## src/rtl/uart_fifo_pkg.sv

```systemverilog
package uart_fifo_pkg;

  typedef struct packed {
    logic [1:0] rx_trig;
    logic [1:0] tx_trig;
    logic       dma_style;
    logic       q_enable;
  } fifo_cfg_t;

endpackage

```

## src/rtl/uart_fifo_cfg.sv

```systemverilog
module uart_fifo_cfg
  import uart_fifo_pkg::*;
#(
  parameter bit PROG_THRE = 1'b1
) (
  input  logic       clk,
  input  logic       rst_n,
  input  logic       cfg_we,
  input  logic [7:0] cfg_wdata,
  output fifo_cfg_t  cfg_q,
  output logic       rx_flush,
  output logic       tx_flush
);

  fifo_cfg_t cfg_d;
  logic      en_toggle;

  always_comb begin
    cfg_d = cfg_q;
    if (cfg_we) begin
      cfg_d.q_enable  = cfg_wdata[0];
      cfg_d.dma_style = cfg_wdata[3];
      cfg_d.rx_trig   = cfg_wdata[7:6];
      if (PROG_THRE) begin
        cfg_d.tx_trig = cfg_wdata[5:4];
      end
    end
  end

  always_ff @(posedge clk or negedge rst_n) begin
    if (!rst_n) begin
      cfg_q <= '0;
    end else if (cfg_we) begin
      cfg_q <= cfg_d;
    end
  end

  assign en_toggle = cfg_we && (cfg_wdata[0] != cfg_q.q_enable);
  assign rx_flush  = (cfg_we && cfg_wdata[1]) || en_toggle;
  assign tx_flush  = (cfg_we && cfg_wdata[2]) || en_toggle;

  AST_RX_FLUSH_SELF_CLEAR: assert property (@(posedge clk) disable iff (!rst_n)
    (cfg_we && cfg_wdata[1]) |=> (!rx_flush || cfg_we));
  AST_TX_FLUSH_SELF_CLEAR: assert property (@(posedge clk) disable iff (!rst_n)
    (cfg_we && cfg_wdata[2]) |=> (!tx_flush || cfg_we));

endmodule

```

## src/rtl/uart_fifo_queue.sv

```systemverilog
module uart_fifo_queue #(
  parameter int DATA_W = 8,
  parameter int DEPTH  = 16,
  localparam int AW    = $clog2(DEPTH),
  localparam int CW    = $clog2(DEPTH + 1)
) (
  input  logic              clk,
  input  logic              rst_n,
  input  logic              flush,
  input  logic              q_enable,
  input  logic              push,
  input  logic [DATA_W-1:0] wdata,
  input  logic              pop,
  output logic [DATA_W-1:0] rdata,
  output logic [CW-1:0]     level
);

  localparam logic [CW-1:0] FULL_LVL = CW'(DEPTH);
  localparam logic [AW-1:0] LAST_IDX = AW'(DEPTH - 1);

  logic [DATA_W-1:0] mem [DEPTH];
  logic [AW-1:0]     wr_ptr_q, wr_ptr_d;
  logic [AW-1:0]     rd_ptr_q, rd_ptr_d;
  logic [CW-1:0]     cnt_q, cnt_d;
  logic [CW-1:0]     cap;
  logic              push_ok, pop_ok;

  assign cap     = q_enable ? FULL_LVL : CW'(1);
  assign push_ok = push && !flush && (cnt_q < cap);
  assign pop_ok  = pop && !flush && (cnt_q != '0);

  always_comb begin
    wr_ptr_d = wr_ptr_q;
    rd_ptr_d = rd_ptr_q;
    cnt_d    = cnt_q;
    if (flush) begin
      wr_ptr_d = '0;
      rd_ptr_d = '0;
      cnt_d    = '0;
    end else begin
      if (push_ok) begin
        wr_ptr_d = (wr_ptr_q == LAST_IDX) ? '0 : wr_ptr_q + AW'(1);
      end
      if (pop_ok) begin
        rd_ptr_d = (rd_ptr_q == LAST_IDX) ? '0 : rd_ptr_q + AW'(1);
      end
      case ({push_ok, pop_ok})
        2'b10:   cnt_d = cnt_q + CW'(1);
        2'b01:   cnt_d = cnt_q - CW'(1);
        default: cnt_d = cnt_q;
      endcase
    end
  end

  always_ff @(posedge clk or negedge rst_n) begin
    if (!rst_n) begin
      wr_ptr_q <= '0;
      rd_ptr_q <= '0;
      cnt_q    <= '0;
    end else begin
      wr_ptr_q <= wr_ptr_d;
      rd_ptr_q <= rd_ptr_d;
      cnt_q    <= cnt_d;
    end
  end

  always_ff @(posedge clk) begin
    if (push_ok) begin
      mem[wr_ptr_q] <= wdata;
    end
  end

  assign rdata = mem[rd_ptr_q];
  assign level = cnt_q;

  AST_NO_OVERFLOW: assert property (@(posedge clk) disable iff (!rst_n)
    level <= cap);
  AST_FLUSH_EMPTIES: assert property (@(posedge clk) disable iff (!rst_n)
    flush |=> (level == '0));
  AST_FULL_PUSH_HELD: assert property (@(posedge clk) disable iff (!rst_n)
    (push && !pop && !flush && (level == cap)) |=> $stable(level));

endmodule

```

## src/rtl/uart_fifo_thresh.sv

```systemverilog
module uart_fifo_thresh
  import uart_fifo_pkg::*;
#(
  parameter int DEPTH = 16,
  localparam int CW   = $clog2(DEPTH + 1)
) (
  input  logic          clk,
  input  logic          rst_n,
  input  fifo_cfg_t     cfg,
  input  logic          flow_auto_en,
  input  logic [CW-1:0] rx_level,
  input  logic [CW-1:0] tx_level,
  output logic          rx_avail_irq,
  output logic          tx_thr_irq,
  output logic          rts_n,
  output logic          rx_dma_req_n,
  output logic          tx_dma_req_n
);

  localparam logic [CW-1:0] LVL_QUART = CW'(DEPTH / 4);
  localparam logic [CW-1:0] LVL_HALF  = CW'(DEPTH / 2);
  localparam logic [CW-1:0] LVL_NFULL = CW'(DEPTH - 2);
  localparam logic [CW-1:0] LVL_FULL  = CW'(DEPTH);
  localparam logic [CW-1:0] LVL_ONE   = CW'(1);
  localparam logic [CW-1:0] LVL_TWO   = CW'(2);

  logic [CW-1:0] rx_trig_lvl, tx_thr_lvl, tx_cap;
  logic          rx_hit, tx_hit;
  logic          rx_hold_q, rx_hold_d, tx_hold_q, tx_hold_d;
  logic          rx_req, tx_req;

  always_comb begin
    rx_trig_lvl = LVL_ONE;
    tx_thr_lvl  = '0;
    if (cfg.q_enable) begin
      case (cfg.rx_trig)
        2'd0:    rx_trig_lvl = LVL_ONE;
        2'd1:    rx_trig_lvl = LVL_QUART;
        2'd2:    rx_trig_lvl = LVL_HALF;
        default: rx_trig_lvl = LVL_NFULL;
      endcase
      case (cfg.tx_trig)
        2'd0:    tx_thr_lvl = '0;
        2'd1:    tx_thr_lvl = LVL_TWO;
        2'd2:    tx_thr_lvl = LVL_QUART;
        default: tx_thr_lvl = LVL_HALF;
      endcase
    end
  end

  assign tx_cap = cfg.q_enable ? LVL_FULL : LVL_ONE;
  assign rx_hit = rx_level >= rx_trig_lvl;
  assign tx_hit = tx_level <= tx_thr_lvl;

  assign rx_avail_irq = rx_hit;
  assign tx_thr_irq   = tx_hit;
  assign rts_n        = flow_auto_en && rx_hit;

  always_comb begin
    if (cfg.dma_style) begin
      rx_req = rx_hit || (rx_hold_q && (rx_level != '0));
      tx_req = tx_hit || (tx_hold_q && (tx_level != tx_cap));
    end else begin
      rx_req = rx_level != '0;
      tx_req = tx_level != tx_cap;
    end
    rx_hold_d = cfg.dma_style && rx_req;
    tx_hold_d = cfg.dma_style && tx_req;
  end

  always_ff @(posedge clk or negedge rst_n) begin
    if (!rst_n) begin
      rx_hold_q <= 1'b0;
      tx_hold_q <= 1'b0;
    end else begin
      rx_hold_q <= rx_hold_d;
      tx_hold_q <= tx_hold_d;
    end
  end

  assign rx_dma_req_n = !rx_req;
  assign tx_dma_req_n = !tx_req;

  AST_RX_DMA_HOLD: assert property (@(posedge clk) disable iff (!rst_n)
    (cfg.dma_style && !rx_dma_req_n) |=> (!cfg.dma_style || (rx_level == '0) || !rx_dma_req_n));
  AST_TX_DMA_HOLD: assert property (@(posedge clk) disable iff (!rst_n)
    (cfg.dma_style && !tx_dma_req_n) |=> (!cfg.dma_style || (tx_level == tx_cap) || !tx_dma_req_n));
  AST_THRE_ON_EMPTY: assert property (@(posedge clk) disable iff (!rst_n)
    (tx_level == '0) |-> tx_thr_irq);
  AST_RTS_MANUAL_LOW: assert property (@(posedge clk) disable iff (!rst_n)
    !flow_auto_en |-> !rts_n);

endmodule

```

## src/rtl/uart_fifo_ctrl.sv

```systemverilog
module uart_fifo_ctrl
  import uart_fifo_pkg::*;
#(
  parameter int DATA_W    = 8,
  parameter int DEPTH     = 16,
  parameter bit PROG_THRE = 1'b1,
  localparam int CW       = $clog2(DEPTH + 1)
) (
  input  logic              clk,
  input  logic              rst_n,
  input  logic              cfg_we,
  input  logic [7:0]        cfg_wdata,
  input  logic              flow_auto_en,
  input  logic              tx_push,
  input  logic [DATA_W-1:0] tx_wdata,
  input  logic              tx_pop,
  output logic [DATA_W-1:0] tx_rdata,
  input  logic              rx_push,
  input  logic [DATA_W-1:0] rx_wdata,
  input  logic              rx_pop,
  output logic [DATA_W-1:0] rx_rdata,
  output logic [CW-1:0]     tx_level,
  output logic [CW-1:0]     rx_level,
  output logic              rx_avail_irq,
  output logic              tx_thr_irq,
  output logic              rts_n,
  output logic              rx_dma_req_n,
  output logic              tx_dma_req_n
);

  logic [1:0] rst_sync_q;
  logic       rst_int_n;
  fifo_cfg_t  cfg;
  logic       rx_flush, tx_flush;

  always_ff @(posedge clk or negedge rst_n) begin
    if (!rst_n) begin
      rst_sync_q <= 2'b00;
    end else begin
      rst_sync_q <= {rst_sync_q[0], 1'b1};
    end
  end
  assign rst_int_n = rst_sync_q[1];

  uart_fifo_cfg #(.PROG_THRE(PROG_THRE)) cfg_i (
    .clk       (clk),
    .rst_n     (rst_int_n),
    .cfg_we    (cfg_we),
    .cfg_wdata (cfg_wdata),
    .cfg_q     (cfg),
    .rx_flush  (rx_flush),
    .tx_flush  (tx_flush)
  );

  uart_fifo_queue #(.DATA_W(DATA_W), .DEPTH(DEPTH)) txq_i (
    .clk      (clk),
    .rst_n    (rst_int_n),
    .flush    (tx_flush),
    .q_enable (cfg.q_enable),
    .push     (tx_push),
    .wdata    (tx_wdata),
    .pop      (tx_pop),
    .rdata    (tx_rdata),
    .level    (tx_level)
  );

  uart_fifo_queue #(.DATA_W(DATA_W), .DEPTH(DEPTH)) rxq_i (
    .clk      (clk),
    .rst_n    (rst_int_n),
    .flush    (rx_flush),
    .q_enable (cfg.q_enable),
    .push     (rx_push),
    .wdata    (rx_wdata),
    .pop      (rx_pop),
    .rdata    (rx_rdata),
    .level    (rx_level)
  );

  uart_fifo_thresh #(.DEPTH(DEPTH)) thr_i (
    .clk          (clk),
    .rst_n        (rst_int_n),
    .cfg          (cfg),
    .flow_auto_en (flow_auto_en),
    .rx_level     (rx_level),
    .tx_level     (tx_level),
    .rx_avail_irq (rx_avail_irq),
    .tx_thr_irq   (tx_thr_irq),
    .rts_n        (rts_n),
    .rx_dma_req_n (rx_dma_req_n),
    .tx_dma_req_n (tx_dma_req_n)
  );

  AST_DISABLED_DEPTH_ONE: assert property (@(posedge clk) disable iff (!rst_int_n)
    !cfg.q_enable |-> ((rx_level <= CW'(1)) && (tx_level <= CW'(1))));

endmodule

```

## config.mk

```make
export PLATFORM = sky130hd
export DESIGN_NAME = uart_fifo_ctrl
export DESIGN_NICKNAME = d
export VERILOG_FILES = /design/src/rtl/uart_fifo_pkg.sv /design/src/rtl/uart_fifo_cfg.sv /design/src/rtl/uart_fifo_queue.sv /design/src/rtl/uart_fifo_thresh.sv /design/src/rtl/uart_fifo_ctrl.sv
export SDC_FILE = /design/constraint.sdc
export NUM_CORES = 1
export LEC_CHECK = 0
export BUFFER_PORTS_ARGS = -buffer_cell sky130_fd_sc_hd__buf_2
export CAP_MARGIN = 0
export CORE_ASPECT_RATIO = 1.5
export CORE_MARGIN = 1.5
export CORE_UTILIZATION = 66
export CTS_CLUSTER_SIZE = 12
export DETAILED_ROUTE_END_ITERATION = 16
export PLACE_DENSITY = 0.92
export SYNTH_ARGS = -nofsm -noshare
export SYNTH_HDL_FRONTEND = slang
export SYNTH_SLANG_ARGS = --single-unit
```

## constraint.sdc

```tcl
create_clock -name clk -period 4.8 [get_ports clk]
set_input_delay 1.2 -clock clk [delete_from_list [all_inputs] [get_ports clk]]
set_output_delay 1.2 -clock clk [all_outputs]
set_load 0.01 [all_outputs]
```

==> qor.csv, run 1 <==
stage,metric,value,unit
floorplanning,Die Span Y,169.6,µm
global_routing,largest net degree at the start of global routing,51,
power_and_ir_drop,pwr dens,498.7,nW/µm²
layout,"commonest cells after routing, fill and taps aside","edfxtp_1, mux4_2, buf_2",
drt,TritonRoute pass-1 iters,5,
setup_path,cell family with most CP delay,multiplexers,
setup_path,Buf/Inv on CP,2,
layout,Final nets,834,
timing,setup total negative slack,0,ps
setup_path,max incr delay on CP,800,ps
drt,Iteration-0 DRC Markers,692,
timing,final worst setup slack,704.9,ps
cts,H-tree depth,1,
floorplanning,DIE AREA,19350,µm²
power_and_ir_drop,Pleak,0.004626,µW
drt,DR vias/cell,6.754,
cts,Resize count post-CTS,0,
drt,drt wl/cell,26.01,µm
timing,setup violators final,0,
layout,Fill cells,1005,
timing,Max Freq,244.2,MHz
cts,Num Clock Sinks,292,
timing,fin crit period,4095,ps
setup_path,WS Path Type,reg -> out,
timing,Final Hold Fails,0,
place,Port Buffers,62,
hold_path,Hold Path Class,reg -> async,
setup_path,Critical Path RT,3600,ps
floorplanning,# IOs,63,
drt,DRC Markers,0,
cts,CTS Buf Count,28,
drt,antenna-violating nets left,0,
layout,"commonest non-fill, non-tap cell in the layout",edfxtp_1,
timing,Slew @ Worst Pin,1025,ps
timing,worst-case clock skew,9.434,ps
timing,fin. max-slew vios,0,
floorplanning,Initial Util,0.6781,
drt,vias post-DR,6788,
drt,Detailed Route WL,26140,µm
synth,Synth Net Count,750,
place,gpl congestion,0.8799,
synth,Post-Synthesis Cells,694,
place,pre-CTS WS,927.3,ps
power_and_ir_drop,Peak VDD IR,0.0004643,V
setup_path,Startpoint Class,flop,
synth,share of flip-flops with an asynchronous set or reset,0.1233,
cts,CTS tree,done,
setup_path,endpoint type of the worst setup path,output pin,
synth,"Cell Area, Synth",12220,µm²
global_routing,initial antenna violation count,0,
synth,Post-synth EDFFs,256,
setup_path,flop2flop setup slack,1360,ps
cts,worst skew pair latency,540,ps
synth,ys flop type,edfxtp_1,
cts,Root Buffer,clkbuf_16,
floorplanning,DIE WIDTH,114.1,µm
synth,"FF+latch count, synth",292,
timing,RSZ-0062 raised after global routing,no,
global_routing,vias in the first global route,7243,
cts,Clock Path Buffers,3,
floorplanning,Core Region,18020,µm²
timing,slew margin rel.,0.3143,
place,dpl hpwl,16590,µm
job,maxcap violations,0,
setup_path,Critical Path Slowest Stage Cell,dfrtp_2,
floorplanning,Site Rows,60,
setup_path,WP data arrival,2900,ps
run_status,outcome,completed,
global_routing,global-route wire length before repair,40660,µm
cts,cts-stage hold buffer count,0,
setup_path,"critical path fanouts, max",22,
cts,postcts setup bufs,0,
synth,yosys warns,0,
synth,Mapped Avg Cell Area,17.61,µm²
setup_path,"most used cell, CP",mux4_2,
global_routing,total track usage,0.2848,
global_routing,GRT overflow,0,
timing,Final Cycle Share,0.8531,
layout,Area Overhead vs Synth,11.42,%
layout,layout cell share with drive strength beyond 1,0.2513,
cts,CTS clock-pin slew for the worst setup and hold paths,60,ps
setup_path,CP cell instances,buf_4 > mux4_2 > mux4_2 > buf_2,
synth,sequential-to-total area share from yosys stat,0.7029,
synth,distinct cell type count after synthesis,56,
layout,Ant. Diodes,0,
[stage by stage]
step	cells	utilization	total power, µW	cell area [µm²]	hold slack [ps]
6_report	1005	0.7556	6789	13610	271.9
5_1_grt	1005	0.7556	7059	13610	328.6
4_1_cts	1005	0.7556	6804	13610	298.6
3_5_place_dp	965	0.7132	4900	12850	293.0
3_3_place_gp	965	0.7132	4790	12850	278.2
2_1_floorplan	694	-	4361	12220	331.2
[per-layer routing]
metal,vias to the layer above,wire (µm),global-route usage
met1,3481,8804,0.3233
met5,-,0,0
met4,0,902,0.1120
met3,57,1456,0.03286
li1,2927,-,-
met2,323,14970,0.5424
[synth_stat cells, types with 2 or more instances]
| cell | instances | area [µm²] |
|---|---|---|
| nor3b_1 | 4 | 30.03 |
| nor2b_1 | 9 | 56.30 |
| mux2_2 | 9 | 101.4 |
| a21oi_1 | 25 | 125.1 |
| mux4_2 | 64 | 1441 |
| or3_1 | 3 | 18.77 |
| a22oi_1 | 5 | 37.54 |
| a311oi_1 | 3 | 26.28 |
| inv_1 | 19 | 71.32 |
| buf_4 | 4 | 30.03 |
| nor2_1 | 24 | 90.09 |
| a211o_1 | 2 | 17.52 |
| buf_2 | 11 | 55.05 |
| ha_1 | 24 | 300.3 |
| o21ai_0 | 20 | 100.1 |
| nand4_1 | 4 | 25.02 |
| xnor2_1 | 5 | 43.79 |
| nor3_1 | 15 | 75.07 |
| and3_1 | 3 | 18.77 |
| a32oi_1 | 5 | 43.79 |
| a31oi_1 | 3 | 18.77 |
| nand2_1 | 25 | 93.84 |
| mux2i_1 | 12 | 120.1 |
| or4_1 | 2 | 15.01 |
| a211oi_1 | 10 | 75.07 |
| nand3b_1 | 3 | 22.52 |
| edfxtp_1 | 256 | 7687 |
| dfrtp_1 | 36 | 900.9 |
| a41oi_1 | 2 | 17.52 |
| nand2b_1 | 6 | 37.54 |
| clkbuf_1 | 17 | 63.81 |
| o21a_1 | 4 | 30.03 |
| and2_1 | 10 | 62.56 |
| nor4_1 | 10 | 62.56 |
| xor2_1 | 7 | 61.31 |
| nand3_1 | 13 | 65.06 |
[cell families after synthesis]
kind of cell,Yosys count,synth area share
DFF,292,0.7029
AOI/OAI and AO/OA,92,0.05059
other,1,0.0003069
and+or+nand+nor,133,0.05663
adders and majority gates,24,0.02458
xor gates and xnor gates,13,0.009934
buffers and inverters,54,0.01894
muxes,85,0.1361
[area by class of cell]
class | instances | area, µm² | share of cell area
Clock buffer | 38 | 738.2 | 0.05423
Inverter | 21 | 78.83 | 0.005790
Multi-Input combinational cell | 348 | 3398 | 0.2496
Sequential cell | 292 | 8591 | 0.6311
Clock inverter | 2 | 25.02 | 0.001838
Timing Repair Buffer | 87 | 510.5 | 0.03750
Tap cell | 217 | 271.5 | 0.01994
[worst register-to-register path, stage by stage (launching register included)]
cell and delay, ps:
dfrtp_1 510, inv_1 180, ha_1 320, a21bo_2 210, and3_1 250, inv_2 200, ha_1 370, xor2_1 200
ha_1 240, a21oi_1 100, o32a_1 320, a31oi_1 200, xnor2_1 150, nor2_1 60
[report_power, final]
group	internal (µW)	total [µW]	switching, µW
logic	857	1800	943
registers	2900	3080	186
clock network	1060	1910	849
[registers in the layout (all words and copies together) (netlist names)]
signal,count
rxq_i.mem,128
txq_i.rd_ptr_q,4
rxq_i.wr_ptr_q,4
rst_sync_q,2
cfg_i.cfg_q,6
rxq_i.level,5
txq_i.wr_ptr_q,4
rxq_i.rd_ptr_q,4
thr_i.tx_hold_q,1
txq_i.mem,128
thr_i.rx_hold_q,1
txq_i.level,5
[path summary, 6_finish.rpt]
check,startpoint,end,cells after the start
worst max register to register,cfg_i.cfg_q[0],rxq_i.level[4],13
worst min register to register,rst_sync_q[1],txq_i.level[4],1
max in group asynchronous,rst_sync_q[1],rxq_i.rd_ptr_q[0],1
worst max-delay path,txq_i.rd_ptr_q[0],tx_rdata[2],4
min in group clk,rst_sync_q[0],rst_sync_q[1],0
worst min-delay path,rst_sync_q[1],txq_i.level[4],1
Power figures use the tool's default switching activity.
==> run 2, diff against run 1 <==
Settings changed: CORE_UTILIZATION 66 to 68, CTS_BUF_LIST set to sky130_fd_sc_hd__clkbuf_8, PLACE_DENSITY 0.92 to 0.94.
==> run 2 against run 1 <==
  * The run now ends with DRC left
  * Highest routed layer unchanged
  * Critical path type unchanged
  * Routed wire length decreased by 5.1%
  * Combinational power about the same
  * Sequential power decreased by 1%
  * Largest power group unchanged
  * Fmax increased by 0.22%
  * Via count increased by 0.96%
  * Sequential cell count unchanged
  * Sequential share of layout area decreased by 0.10 points
  * Power decreased by 1.5%
  * Clock power decreased by 2%
  * Worst hold slack got worse by 1.8 ps
  * Core utilization increased by 2.4 points
==> qor.csv, run 2 (synthesized netlist as in run 1, its figures left out) <==
stage,metric,value,unit,change
layout,"commonest cells after routing, fill and taps aside","edfxtp_1, mux4_2, buf_2",,
drt,DR vias/cell,6.615,,-2.1%
layout,Fill cells,894,,-11%
cts,Clock Path Buffers,3,,unchanged
layout,Final nets,846,,+1.4%
run_status,failing checks,DRC,,
setup_path,"critical path fanouts, max",21,,-4.5%
setup_path,Startpoint Class,flop,,
timing,Max Freq,244.7,MHz,+0.22%
place,pre-CTS WS,897.9,ps,-29.41 ps
layout,Area Overhead vs Synth,11.60,%,
power_and_ir_drop,pwr dens,490.6,nW/µm²,-1.6%
layout,largest registers,"rxq_i.mem (128), txq_i.mem (128), cfg_i.cfg_q (6)",,
power_and_ir_drop,Pleak,0.004684,µW,+1.2%
timing,worst-case clock skew,27.10,ps,+17.66 ps
global_routing,initial antenna violation count,2,,+2
setup_path,endpoint type of the worst setup path,output pin,,
timing,Final Hold Fails,0,,unchanged
cts,worst skew pair latency,540,ps,about the same
cts,Resize count post-CTS,0,,unchanged
timing,final worst setup slack,713.9,ps,+8.958 ps
global_routing,global-route wire length before repair,38830,µm,-4.5%
timing,RSZ-0062 raised after global routing,no,,
floorplanning,Site Rows,59,,-1.7%
power_and_ir_drop,Net Sw Power,1986,µW,+0.42%
setup_path,WS Path Type,reg -> out,,
timing,fin. max-slew vios,0,,unchanged
place,Port Buffers,62,,unchanged
layout,layout cell share with drive strength beyond 1,0.2753,,+0.02401
cts,CTS clock-pin slew for the worst setup and hold paths,70,ps,about the same
power_and_ir_drop,sequential share of power,0.455,,about the same
layout,"commonest non-fill, non-tap cell in the layout",edfxtp_1,,
global_routing,largest net degree at the start of global routing,38,,-25%
timing,fin crit period,4086,ps,-8.958 ps
layout,post-route cell area,13640,µm²,+0.17%
place,Area after DPL,12830,µm²,-0.15%
setup_path,max incr delay on CP,680,ps,-120 ps
job,maxcap violations,0,,unchanged
timing,Slew @ Worst Pin,1171,ps,+145.8 ps
floorplanning,DIE WIDTH,112.4,µm,-1.4%
power_and_ir_drop,internal power,4703,µW,-2.3%
drt,antenna-violating nets left,0,,unchanged
setup_path,Critical Path RT,3600,ps,about the same
drt,Iteration-0 DRC Markers,571,,-17%
timing,setup total negative slack,0,ps,unchanged
cts,Root Buffer,clkbuf_8,,
floorplanning,Die Span Y,167.2,µm,-1.5%
floorplanning,Initial Util,0.6983,,+0.02022
drt,TritonRoute pass-1 iters,11,,+6
power_and_ir_drop,Net Sw Frac,0.2969,,+0.005620
drt,Detailed Route WL,24820,µm,-5.1%
floorplanning,DIE AREA,18800,µm²,-2.9%
hold_path,Hold Path Class,reg -> async,,
cts,postcts setup bufs,0,,unchanged
timing,Final Cycle Share,0.8513,,-0.001866
cts,cts-stage hold buffer count,0,,unchanged
power_and_ir_drop,clock share of power,0.280,,about the same
drt,drt wl/cell,23.95,µm,-7.9%
run_status,outcome,"complete, but fails checks",,
cts,CTS tree,done,,
setup_path,WP data arrival,2890,ps,about the same
floorplanning,Core Region,17500,µm²,-2.9%
cts,H-tree depth,2,,+1
cts,Num Clock Sinks,292,,unchanged
power_and_ir_drop,Peak VDD IR,0.0003897,V,-16%
setup_path,CP cell instances,buf_4 > mux2_2 > o21ai_0 > a21oi_1 > a22oi_1 > o21ai_0 > buf_2,,
setup_path,"most used cell, CP",o21ai_0,,
setup_path,Critical Path Slowest Stage Cell,dfrtp_2,,
cts,CTS Buf Count,41,,+46%
global_routing,vias in the first global route,7334,,+1.3%
place,DP Cell Count,960,,-0.52%
power_and_ir_drop,combinational share of power,0.265,,about the same
drt,vias post-DR,6853,,+0.96%
floorplanning,# IOs,63,,unchanged
global_routing,total track usage,0.2728,,-0.01198
global_routing,GRT overflow,0,,unchanged
place,dpl hpwl,16700,µm,+0.67%
place,gpl congestion,0.8148,,-7.4%
drt,DRC Markers,4,,+4
layout,Finished Layout Cells,1036,,+3.1%
timing,slew margin rel.,0.2176,,-0.09671
timing,setup violators final,0,,unchanged
layout,post-layout util,0.7794,,+0.02382
==> run 2: changes by cell type in the layout (fill, tap and decap cells not counted), sizes merged <==
cell      previous run  this run
buf                 87        86
bufinv               0         2
diode                0         2
inv                 20        28
clkbuf              38        44
clkinvlp             0         3
clkinv               3        18
==> run 2: worst paths after layout <==
path,from,end,slack (ps),cells after the start
min,rst_sync_q[1],thr_i.tx_hold_q,270,1
max,rxq_i.rd_ptr_q[0],rx_rdata[1],710,7
min in group clk,rst_sync_q[0],rst_sync_q[1],350,0
min reg2reg,rst_sync_q[1],thr_i.tx_hold_q,270,1
max in group asynchronous,rst_sync_q[1],rxq_i.rd_ptr_q[0],4180,1
max reg2reg,cfg_i.cfg_q[0],rxq_i.level[4],1400,13
==> run 2: power groups by stage <==
stage	sequential, µW	clock (µW)	combinational (µW)
global placement	3070	0	1660
global route	3060	2000	1930
finish	3040	1870	1770
detailed placement	3090	0	1770
CTS	3040	1890	1780
floorplan	3040	0	1320
==> run 2: metal layers <==
metal	vias up	part of all wire	GRT usage
li1	2980	-	-
met1	3471	0.33	0.3008
met2	323	0.57	0.5161
met3	79	0.053	0.04017
met4	0	0.042	0.1238
met5	-	0	0
==> run 2: stage by stage <==
step / total power, µW / hold slack [ps]
2_1_floorplan: 4361 / 331.2
3_3_place_gp: 4735 / 266.9
3_5_place_dp: 4863 / 291.8
4_1_cts: 6715 / 292.3
5_1_grt: 6981 / 338.8
6_report: 6689 / 270.1
==> run 2: final cells by class <==
cell class	instances	area (µm²)	area share
clock inverters	30	193.9	0.01422
flip-flops and latches	292	8591	0.6300
well taps	213	266.5	0.01954
multi-input cells	348	3405	0.2497
clock buffers	44	605.6	0.04441
repair buffers	86	490.5	0.03597
inverters	21	78.83	0.005781
diodes	2	5.005	0.0003670
==> run 2: critical path, delay by kind of cell, from the launching register on <==
family          cells  cell delay [ps]
flops               1              680
buf+inv             2              580
mux                 1              370
compound gates      4              730
==> run 3, diff against run 2 <==
Settings changed: CORE_UTILIZATION 68 to 40, MAX_ROUTING_LAYER set to met4, PLACE_DENSITY 0.94 to 0.63.
==> run 3 against run 2 <==
  * The flow now finishes without violations
  * Count of clock-buffer cells in the layout grew 4
  * Design area increased by 2.4%
  * Die area up 68%
  * Non-clock buffer count grew 2
  * Routed wire length increased by 0.73%
  * Sequential power about the same
  * Via count fell by 6.9%
  * Sequential share of layout area decreased by 1.5 points
  * Clock power up 6%
==> qor.csv, run 3 (synthesized netlist as in run 1, its figures left out) <==
stage,metric,value,unit,change
run_status,outcome,completed,,
drt,Detailed Route WL,25000,µm,+0.73%
global_routing,global-route wire length before repair,38700,µm,-0.36%
power_and_ir_drop,Pleak,0.004773,µW,+1.9%
timing,Final Hold Fails,0,,unchanged
floorplanning,DIE WIDTH,145.7,µm,+30%
layout,Ant. Diodes,0,,-2
place,DP Cell Count,1149,,+20%
cts,Clock Path Buffers,3,,unchanged
timing,Final Cycle Share,0.8549,,+0.003659
drt,vias post-DR,6383,,-6.9%
global_routing,largest net degree at the start of global routing,38,,unchanged
global_routing,vias in the first global route,6568,,-10%
timing,setup total negative slack,0,ps,unchanged
setup_path,Critical Path RT,3600,ps,about the same
cts,postcts setup bufs,0,,unchanged
cts,CTS tree,done,,
layout,Area Overhead vs Synth,14.32,%,
drt,DR vias/cell,5.194,,-21%
global_routing,initial antenna violation count,1,,-1
cts,Resize count post-CTS,0,,unchanged
cts,H-tree depth,2,,unchanged
floorplanning,DIE AREA,31620,µm²,+68%
setup_path,"critical path fanouts, max",32,,+52%
cts,Num Clock Sinks,292,,unchanged
layout,multi-input logic area,3423,µm²,+0.55%
power_and_ir_drop,Peak VDD IR,0.0002439,V,-37%
layout,largest registers,"rxq_i.mem (128), txq_i.mem (128), cfg_i.cfg_q (6)",,
job,maxcap violations,0,,unchanged
layout,"commonest non-fill, non-tap cell in the layout",edfxtp_1,,
timing,Slew @ Worst Pin,991.1,ps,-179.5 ps
cts,CTS Buf Count,44,,+7.3%
drt,drt wl/cell,20.34,µm,-15%
timing,setup violators final,0,,unchanged
timing,worst-case clock skew,26.32,ps,-0.7725 ps
floorplanning,Die Span Y,217.1,µm,+30%
layout,Final nets,851,,+0.59%
hold_path,Hold Path Class,reg -> async,,
floorplanning,Initial Util,0.4052,,-0.2932
drt,Iteration-0 DRC Markers,314,,-45%
setup_path,worst r2r path cells,13,,unchanged
timing,Max Freq,243.7,MHz,-0.43%
setup_path,Startpoint Class,flop,,
floorplanning,Core Region,30160,µm²,+72%
cts,worst skew pair latency,570,ps,+30 ps
floorplanning,Site Rows,78,,+32%
place,dpl hpwl,16820,µm,+0.74%
cts,CTS clock-pin slew for the worst setup and hold paths,60,ps,about the same
setup_path,WP data arrival,2900,ps,about the same
timing,fin. max-slew vios,0,,unchanged
layout,layout cell share with drive strength beyond 1,0.2786,,+0.003375
setup_path,Worst R2R End,rxq_i.level[4],,
drt,DRC Markers,0,,-4
timing,fin crit period,4104,ps,+17.56 ps
layout,"commonest cells after routing, fill and taps aside","edfxtp_1, mux4_2, buf_2",,
global_routing,total track usage,0.1670,,-0.1058
floorplanning,# IOs,63,,unchanged
drt,antenna-violating nets left,0,,unchanged
global_routing,GRT overflow,0,,unchanged
cts,cts-stage hold buffer count,0,,unchanged
layout,Finished Layout Cells,1229,,+19%
setup_path,endpoint type of the worst setup path,output pin,,
cts,Root Buffer,clkbuf_8,,
layout,post-layout util,0.4632,,-0.3162
timing,slew margin rel.,0.3368,,+0.1192
power_and_ir_drop,pwr dens,485.5,nW/µm²,-1.0%
layout,Storage cell area,8591,µm²,unchanged
place,Port Buffers,62,,unchanged
drt,TritonRoute pass-1 iters,4,,-7
setup_path,reg-to-reg startpoint,cfg_i.cfg_q[0],,
setup_path,WS Path Type,reg -> out,,
place,gpl congestion,0.7879,,-3.3%
layout,Fill cells,2592,,+190%
setup_path,flop2flop setup slack,1520,ps,+120 ps
timing,RSZ-0062 raised after global routing,no,,
run 3: cell types whose count changed in the layout (fill, tap and decap cells not counted), moves of 2 or more:
cell,change
clkinv_1,-4
clkbuf_8,+4
nor4_2,+3
clkinvlp_4,-3
nor4_1,-3
inv_1,+10
clkinv_2,-2
diode_2,-2
run 3: worst max-delay path: stages (launching register included):
cell     delay (ps)
dfrtp_2         930
buf_12          280
mux4_2          540
a32oi_1         190
o21ai_0         190
buf_2           200
run 3: metrics by stage:
stage | area [µm²] | total power, µW | setup slack, ps | hold WS (ps)
2_1_floorplan | 12220 | 4361 | 1175 | 331.2
3_3_place_gp | 13110 | 4868 | 980.5 | 301.7
3_5_place_dp | 13110 | 4890 | 951.1 | 308.9
4_1_cts | 13970 | 6890 | 585.2 | 310.9
5_1_grt | 13970 | 7151 | 491.4 | 362.1
6_report | 13970 | 6780 | 696.3 | 276.7
run 3: per-layer routing:
| metal | share of wire | wire length [µm] | global-route usage | up-vias |
|---|---|---|---|---|
| li1 | - | - | - | 2991 |
| met3 | 0.035 | 886 | 0.02725 | 51 |
| met5 | 0 | 0 | - | - |
| met1 | 0.38 | 9550 | 0.1814 | 3202 |
| met2 | 0.55 | 13790 | 0.3038 | 139 |
| met4 | 0.031 | 770 | 0.06599 | 0 |
run 3: final cells by class:
type,instances,area share
well taps,400,0.03583
clock inverters,32,0.01397
inverters,21,0.005644
multi-input cells,348,0.2451
repair buffers,88,0.03709
flip-flops and latches,292,0.6151
clock buffers,48,0.04730
run 3: worst max path at each step:
stage	endpoint	slack (ps)	startpoint
2_1_floorplan	rxq_i.level[4]	1170	cfg_we
3_3_place_gp	rxq_i.level[4]	980	cfg_wdata[0]
3_5_place_dp	rxq_i.level[4]	950	cfg_wdata[0]
4_1_cts	rx_rdata[2]	590	rxq_i.rd_ptr_q[0]
5_1_grt	rx_rdata[2]	490	rxq_i.rd_ptr_q[0]
6_report	rx_rdata[2]	700	rxq_i.rd_ptr_q[0]
run 3: power breakdown:
| group | switching [µW] | internal [µW] | total, µW |
|---|---|---|---|
| sequential | 155 | 2890 | 3050 |
| combinational | 907 | 846 | 1750 |
| clock | 943 | 1040 | 1980 |
